File: config.mk
export PLATFORM = sky130hd
export DESIGN_NAME = shdual_ctrl
export DESIGN_NICKNAME = d
export VERILOG_FILES = /design/src/rtl/shdual_pkg.sv /design/src/rtl/shdual_chan.sv /design/src/rtl/shdual_arb.sv /design/src/rtl/shdual_ctrl.sv
export SDC_FILE = /design/constraint.sdc
export NUM_CORES = 1
export LEC_CHECK = 0
export ABC_AREA = 1
export BUFFER_PORTS_ARGS = -buffer_cell sky130_fd_sc_hd__buf_2
export CAP_MARGIN = 20
export CORE_MARGIN = 8
export CORE_UTILIZATION = 49
export CTS_BUF_LIST = sky130_fd_sc_hd__clkbuf_4 sky130_fd_sc_hd__clkbuf_8 sky130_fd_sc_hd__clkbuf_16
export CTS_CLUSTER_SIZE = 12
export DETAILED_ROUTE_END_ITERATION = 16
export PLACE_DENSITY = 0.83
export SLEW_MARGIN = 30
export SYNTH_ARGS = -nofsm -noshare
export SYNTH_HDL_FRONTEND = slang
export SYNTH_HIERARCHICAL = 1
export SYNTH_SLANG_ARGS = --single-unit
File: constraint.sdc
create_clock -name clk -period 1.57 [get_ports clk]
set_input_delay 0.471 -clock clk [delete_from_list [all_inputs] [get_ports clk]]
set_output_delay 0.471 -clock clk [all_outputs]
set_load 0.05 [all_outputs]
File: src/rtl/shdual_pkg.sv
package shdual_pkg;
    localparam int RES_W  = 14;
    localparam int WORD_W = 16;
    localparam int NCH    = 2;

    localparam int CB_EN0  = 0;
    localparam int CB_EN1  = 1;
    localparam int CB_DUAL = 2;
    localparam int CB_ALN0 = 3;
    localparam int CB_ALN1 = 4;
    localparam int CB_IE0  = 5;
    localparam int CB_IE1  = 6;
    localparam int CB_DIS0 = 7;
    localparam int CB_DIS1 = 8;
    localparam int CB_FAST = 9;
    localparam logic [WORD_W-1:0] CTRL_MASK = 16'h03FF;

    typedef enum logic [1:0] {
        CH_IDLE,
        CH_PEND,
        CH_CONV,
        CH_DISC
    } ch_state_e;

    function automatic logic [WORD_W-1:0] pack_result(input logic [RES_W-1:0] raw,
                                                       input logic left);
        if (left)
            pack_result = {raw, {(WORD_W-RES_W){1'b0}}};
        else
            pack_result = {{(WORD_W-RES_W){raw[RES_W-1]}}, raw};
    endfunction
endpackage

File: src/rtl/shdual_chan.sv
module shdual_chan
    import shdual_pkg::*;
#(
    parameter int DIS_CYCLES = 4
) (
    input  logic clk,
    input  logic rst_n,
    input  logic enable,
    input  logic trig,
    input  logic issue,
    input  logic done,
    input  logic dis_en,
    output logic pending,
    output logic converting,
    output logic strobe,
    output logic complete
);
    localparam int CW = $clog2(DIS_CYCLES + 1);

    typedef struct packed {
        ch_state_e       st;
        logic [CW-1:0]   cnt;
    } chan_reg_t;

    chan_reg_t r_d, r_q;

    always_comb begin
        r_d      = r_q;
        complete = 1'b0;
        case (r_q.st)
            CH_IDLE: if (trig) r_d.st = CH_PEND;
            CH_PEND: if (issue) r_d.st = CH_CONV;
            CH_CONV: begin
                if (done) begin
                    complete = 1'b1;
                    if (dis_en) begin
                        r_d.st  = CH_DISC;
                        r_d.cnt = CW'(DIS_CYCLES - 1);
                    end else begin
                        r_d.st = CH_IDLE;
                    end
                end
            end
            CH_DISC: begin
                if (r_q.cnt == '0) r_d.st = CH_IDLE;
                else               r_d.cnt = r_q.cnt - 1'b1;
            end
            default: r_d.st = CH_IDLE;
        endcase
        if (!enable) begin
            r_d.st   = CH_IDLE;
            r_d.cnt  = '0;
            complete = 1'b0;
        end
    end

    always_ff @(posedge clk or negedge rst_n) begin
        if (!rst_n) begin
            r_q.st  <= CH_IDLE;
            r_q.cnt <= '0;
        end else begin
            r_q <= r_d;
        end
    end

    assign pending    = enable && (r_q.st == CH_PEND);
    assign converting = (r_q.st == CH_CONV);
    assign strobe     = (r_q.st == CH_DISC);
endmodule

File: src/rtl/shdual_arb.sv
module shdual_arb
    import shdual_pkg::*;
#(
    parameter int PERIOD_TICKS = 5000
) (
    input  logic           clk,
    input  logic           rst_n,
    input  logic           fast,
    input  logic [NCH-1:0] pending,
    input  logic           conv_busy,
    input  logic           req_ready,
    input  logic           volt_req,
    output logic           req_valid,
    output logic           req_ch,
    output logic [NCH-1:0] issue,
    output logic           volt_gnt
);
    localparam int PW = (PERIOD_TICKS > 1) ? $clog2(PERIOD_TICKS) : 1;

    typedef struct packed {
        logic [PW-1:0]  cnt;
        logic [NCH-1:0] tok;
    } arb_reg_t;

    arb_reg_t a_d, a_q;
    logic [NCH-1:0] want;
    logic           wrap;

    always_comb begin
        a_d     = a_q;
        wrap    = (a_q.cnt == PW'(PERIOD_TICKS - 1));
        want[0] = pending[0] && (fast || a_q.tok[0]);
        want[1] = pending[1] && a_q.tok[1];

        req_valid = !conv_busy && (|want);
        req_ch    = !want[0];
        issue     = '0;
        if (req_valid && req_ready) issue[req_ch] = 1'b1;

        volt_gnt = volt_req && !req_valid && !conv_busy;

        a_d.tok = a_q.tok & ~issue;
        if (wrap) begin
            a_d.cnt = '0;
            a_d.tok = '1;
        end else begin
            a_d.cnt = a_q.cnt + 1'b1;
        end
    end

    always_ff @(posedge clk or negedge rst_n) begin
        if (!rst_n) begin
            a_q.cnt <= '0;
            a_q.tok <= '1;
        end else begin
            a_q <= a_d;
        end
    end
endmodule

File: src/rtl/shdual_ctrl.sv
module shdual_ctrl
    import shdual_pkg::*;
#(
    parameter int PERIOD_TICKS = 5000,
    parameter int DIS_CYCLES   = 4,
    parameter int ADDR_W       = 5,
    parameter int SLOT0        = 23,
    parameter int SLOT1        = 24
) (
    input  logic              clk,
    input  logic              rst_n,
    input  logic              cfg_we,
    input  logic [15:0]       cfg_wdata,
    output logic [15:0]       cfg_rdata,
    input  logic [1:0]        flag_clr,
    input  logic [1:0]        trig_in,
    input  logic              volt_req,
    output logic              volt_gnt,
    output logic              adc_req_valid,
    input  logic              adc_req_ready,
    output logic              adc_req_ch,
    input  logic              adc_done,
    input  logic              adc_done_ch,
    input  logic [13:0]       adc_result,
    output logic              buf_we,
    output logic [ADDR_W-1:0] buf_addr,
    output logic [15:0]       buf_wdata,
    output logic [1:0]        dis_strobe,
    output logic [1:0]        irq_flags,
    output logic              irq
);
    typedef struct packed {
        logic [WORD_W-1:0] ctrl;
        logic [NCH-1:0]    flags;
        logic [NCH-1:0]    seen;
        logic              we;
        logic [ADDR_W-1:0] addr;
        logic [WORD_W-1:0] data;
    } top_reg_t;

    top_reg_t t_d, t_q;

    logic [NCH-1:0] en_vec, aln_vec, ie_vec, dis_vec;
    logic [NCH-1:0] trig_route, done_vec, issue_vec;
    logic [NCH-1:0] pend_vec, conv_vec, strobe_vec, complete_vec;
    logic [NCH-1:0] seen_nxt;
    logic           dual_mode;

    assign en_vec    = {t_q.ctrl[CB_EN1],  t_q.ctrl[CB_EN0]};
    assign aln_vec   = {t_q.ctrl[CB_ALN1], t_q.ctrl[CB_ALN0]};
    assign ie_vec    = {t_q.ctrl[CB_IE1],  t_q.ctrl[CB_IE0]};
    assign dis_vec   = {t_q.ctrl[CB_DIS1], t_q.ctrl[CB_DIS0]};
    assign dual_mode = t_q.ctrl[CB_DUAL];

    assign trig_route[0] = trig_in[0];
    assign trig_route[1] = dual_mode ? trig_in[1] : trig_in[0];

    for (genvar gi = 0; gi < NCH; gi++) begin : g_chan
        assign done_vec[gi] = adc_done && (adc_done_ch == 1'(gi));

        shdual_chan #(
            .DIS_CYCLES(DIS_CYCLES)
        ) u_chan (
            .clk       (clk),
            .rst_n     (rst_n),
            .enable    (en_vec[gi]),
            .trig      (trig_route[gi]),
            .issue     (issue_vec[gi]),
            .done      (done_vec[gi]),
            .dis_en    (dis_vec[gi]),
            .pending   (pend_vec[gi]),
            .converting(conv_vec[gi]),
            .strobe    (strobe_vec[gi]),
            .complete  (complete_vec[gi])
        );
    end

    shdual_arb #(
        .PERIOD_TICKS(PERIOD_TICKS)
    ) u_arb (
        .clk      (clk),
        .rst_n    (rst_n),
        .fast     (t_q.ctrl[CB_FAST]),
        .pending  (pend_vec),
        .conv_busy(|conv_vec),
        .req_ready(adc_req_ready),
        .volt_req (volt_req),
        .req_valid(adc_req_valid),
        .req_ch   (adc_req_ch),
        .issue    (issue_vec),
        .volt_gnt (volt_gnt)
    );

    always_comb begin
        t_d      = t_q;
        seen_nxt = '0;
        if (cfg_we) t_d.ctrl = cfg_wdata & CTRL_MASK;

        t_d.we = |complete_vec;
        if (complete_vec[0]) begin
            t_d.addr = ADDR_W'(SLOT0);
            t_d.data = pack_result(adc_result, aln_vec[0]);
        end else if (complete_vec[1]) begin
            t_d.addr = ADDR_W'(SLOT1);
            t_d.data = pack_result(adc_result, aln_vec[1]);
        end

        t_d.flags = t_q.flags & ~flag_clr;
        if (dual_mode) begin
            t_d.flags = t_d.flags | complete_vec;
            t_d.seen  = '0;
        end else begin
            seen_nxt = (t_q.seen | complete_vec) & en_vec;
            if ((|complete_vec) && (seen_nxt == en_vec)) begin
                t_d.flags[0] = 1'b1;
                t_d.seen     = '0;
            end else begin
                t_d.seen = seen_nxt;
            end
        end
    end

    always_ff @(posedge clk or negedge rst_n) begin
        if (!rst_n) begin
            t_q.ctrl  <= '0;
            t_q.flags <= '0;
            t_q.seen  <= '0;
            t_q.we    <= 1'b0;
            t_q.addr  <= '0;
            t_q.data  <= '0;
        end else begin
            t_q <= t_d;
        end
    end

    assign cfg_rdata  = t_q.ctrl;
    assign buf_we     = t_q.we;
    assign buf_addr   = t_q.addr;
    assign buf_wdata  = t_q.data;
    assign dis_strobe = strobe_vec;
    assign irq_flags  = t_q.flags;
    assign irq        = |(t_q.flags & ie_vec);
endmodule

==> results.toml <==
[timing]
finalMaxSlewViolations = 0
fin_crit_sh = 1.32
max_freq_ghz = 0.482
setup_violations = 40
whs_ns = 0.0913
worst_slack_ns = -0.503
hold_viol = 0
layout_min_cycle_time_ns = 2.07
fin_skew_ns = 0.0134
rsz0062_at_grt = "yes"

[worst_setup_path]
crit_fanout = 3
critPathCaptureType = "output port"
start_kind = "flop"
required_ns = 1.10
setup.worst_path.start = "g_chan[1].u_chan/r_q[3]"
rr_endpoint = "buf_wdata[4]"
cp.arrival_ns = 1.60
worstRegToRegCells = 12
path_class = "flop to output port"
r2r_slack_ns = -0.31
endpoint = "adc_req_valid"
r2r_start = "g_chan[1].u_chan/r_q[3]"

[route]
wl_um = 12500
drc = 0
drt.antenna.violating_nets = 0
vias_per_cell = 5.58
wire_per_inst_um = 18.3
drt_iter0_markers = 441
vias = 3811
dr.pass1.iters = 5

[place]
gp_congestion = 0.956
dpl-instance-area_sq_mm = 0.00403
dp_hpwl_um = 6360
portBuffers = 74

[floorplan]
initial_core_util = 0.498
ios = 87
fp.dieH_um = 101
rows = 31
core_sq_mm = 0.00714
die_area_sq_mm = 0.0102
die_w_um = 101

[cells_and_area]
multi_input_area_sq_mm = 0.00170
area.growth.synth_to_final_pct = 40.6
finalInstanceArea_sq_mm = 0.00500
fin_util = 0.701
finalNetCount = 625
drive_above_1_share = 0.436
num-fill-cells = 485
regArea_sq_mm = 0.00148

[cts]
clock-sinks = 59
clock_path_buffers = 2
cts.htree.levels = 3
root_buffer = "clkbuf_8"
cts_buffers = 9
ctsHoldBuffers = 0
clk_transition_reported_paths_ns = 0.07
cts_tree = "done"
clk-insertion-delay-late_ns = 0.36

[job]
drv_cap = 0

[status]
status = "finished with violations"
violations = "setup timing"

[grt]
grt_remaining_overflow = 0
grt_pass1_vias = 3337
antenna_found_initial = 1
track_usage = 0.196
grt_start_max_net_pins = 32
grt_pass1_wl_um = 15800

[logic_synthesis]
synth.avg_cell_area_sq_um = 7.57
yosys_register_bits = 59
synth_top_area_cell = "dfrtp_1"
postSynthCellCount = 470
synth_warnings = 6
ys.flop_type = "dfrtp_1"
synthTopCellsByArea = "dfrtp_1 (40%), nand2_1 (14%), buf_4 (8.9%)"
yosysTopAreaCellShare = 0.401
synth-seq-area-share = 0.416
syn_area_sq_mm = 0.00356
synth_cell_types = 30
synth-edff-count = 0
async_flop_share = 1.00

[power_and_ir_drop]
vdd_drop_max_mv = 0.583
p_per_area_mw_per_mm2 = 1540
leakagePower_nw = 2.70

[worst_hold_path]
hp-class = "primary input to async pin"
-- worst min path at each step --
stage                 from  slack, ns           end  cells after the start
2_1_floorplan        rst_n       0.18   buf_addr[2]                      0
3_3_place_gp   buf_addr[4]       0.45   buf_addr[4]                      1
3_5_place_dp   buf_addr[4]       0.45   buf_addr[4]                      1
4_1_cts              rst_n       0.10  buf_wdata[1]                      2
5_1_grt              rst_n       0.09  buf_wdata[1]                      2
6_report             rst_n       0.09  buf_wdata[1]                      2
-- through the flow --
stage | setup WS (ns) | instances | total power [mW] | setup TNS [ns]
6_report | -0.503 | 683 | 7.70 | -7.35
5_1_grt | -0.552 | 683 | 8.01 | -9.06
4_1_cts | -0.471 | 668 | 7.08 | -2.70
3_5_place_dp | -0.231 | 628 | 5.03 | -3.72
3_3_place_gp | -0.214 | 628 | 4.92 | -3.39
2_1_floorplan | -0.284 | 475 | 4.59 | -0.523
-- layout by cell type, fill, tap and decap left out, drive strengths merged --
master / netlist / final
bufinv: 0 / 2
inv: 80 / 80
buf: 50 / 138
clkinv: 0 / 3
clkbuf: 0 / 13
dfstp: 2 / 2
o22ai: 2 / 2
mux2: 3 / 3
ha: 5 / 5
nand2: 147 / 149
conb: 1 / 6
a21oi: 3 / 3
nand3: 40 / 40
nand4: 13 / 13
nor3: 6 / 6
o21a: 2 / 2
or2: 4 / 4
dfrtp: 57 / 57
xor2: 3 / 3
nor2: 28 / 28
o21ai: 24 / 24
diode: 0 / 1
-- flip-flops by register name, indices dropped and copies added, names as in the netlist --
signal / cells
buf_wdata: 16
u_arb/a_q: 15
cfg_rdata: 10
g_chan.u_chan/r_q: 10
buf_addr: 3
irq_flags: 2
t_q: 2
buf_we: 1
-- cell usage after synthesis, types with 4 or more instances --
| cell type | count |
|---|---|
| nand2_1 | 134 |
| inv_1 | 75 |
| dfrtp_1 | 57 |
| buf_4 | 42 |
| nand3_1 | 31 |
| nor2_1 | 22 |
| o21ai_0 | 19 |
| nand4_1 | 13 |
| nand2_2 | 10 |
| nand3_2 | 9 |
| nor3_1 | 6 |
| buf_2 | 5 |
| ha_1 | 5 |
| o21ai_1 | 5 |
| inv_2 | 4 |
| nor2_2 | 4 |
-- repair_timing --
item,4_1_cts,5_1_grt
gates resized for setup,51,88
setup buffers,30,17
setup endpoints to repair,13,40
pin swaps,12,25
gates cloned,0,4
-- critical path, stage by stage, from the launching register on --
cell     delay (ns)
dfrtp_1        0.37
inv_2          0.07
nand2_2        0.09
inv_2          0.04
or2_4          0.26
buf_6          0.12
a21oi_4        0.11
buf_6          0.17
-- logic make-up after synthesis --
family | count (synthesis) | synth area share
compound gates | 31 | 0.0457
mux | 3 | 0.00950
fa+ha+maj | 5 | 0.0176
flops | 59 | 0.416
buf+inv | 130 | 0.190
other cells | 1 | 0.00105
xor+xnor | 3 | 0.00739
simple gates | 238 | 0.312
-- power by group --
group / leakage, nW / switching [mW] / total (mW) / internal (mW)
Sequential: 0.742 / 0.288 / 2.19 / 1.90
Combinational: 1.85 / 2.53 / 3.88 / 1.35
Clock: 0.115 / 0.653 / 1.62 / 0.972
Total: 2.70 / 3.48 / 7.70 / 4.22
-- per-layer routing --
layer	global-route usage	share of wire	vias to the layer above
met2	0.341	0.49	282
met4	0.115	0.074	0
li1	-	-	1629
met5	0	0	-
met1	0.214	0.35	1793
met3	0.0460	0.093	107
-- cell type report --
cell class	instances	area share
multi-input combinational	288	0.339
clock inverter	4	0.0148
clock buffer	11	0.0303
antenna	1	0.000500
inverter	80	0.0635
timing repair inverter	1	0.00125
tap	99	0.0248
timing repair buffer	140	0.230
sequential	59	0.296
No activity file was read; power rests on OpenSTA's default activity.
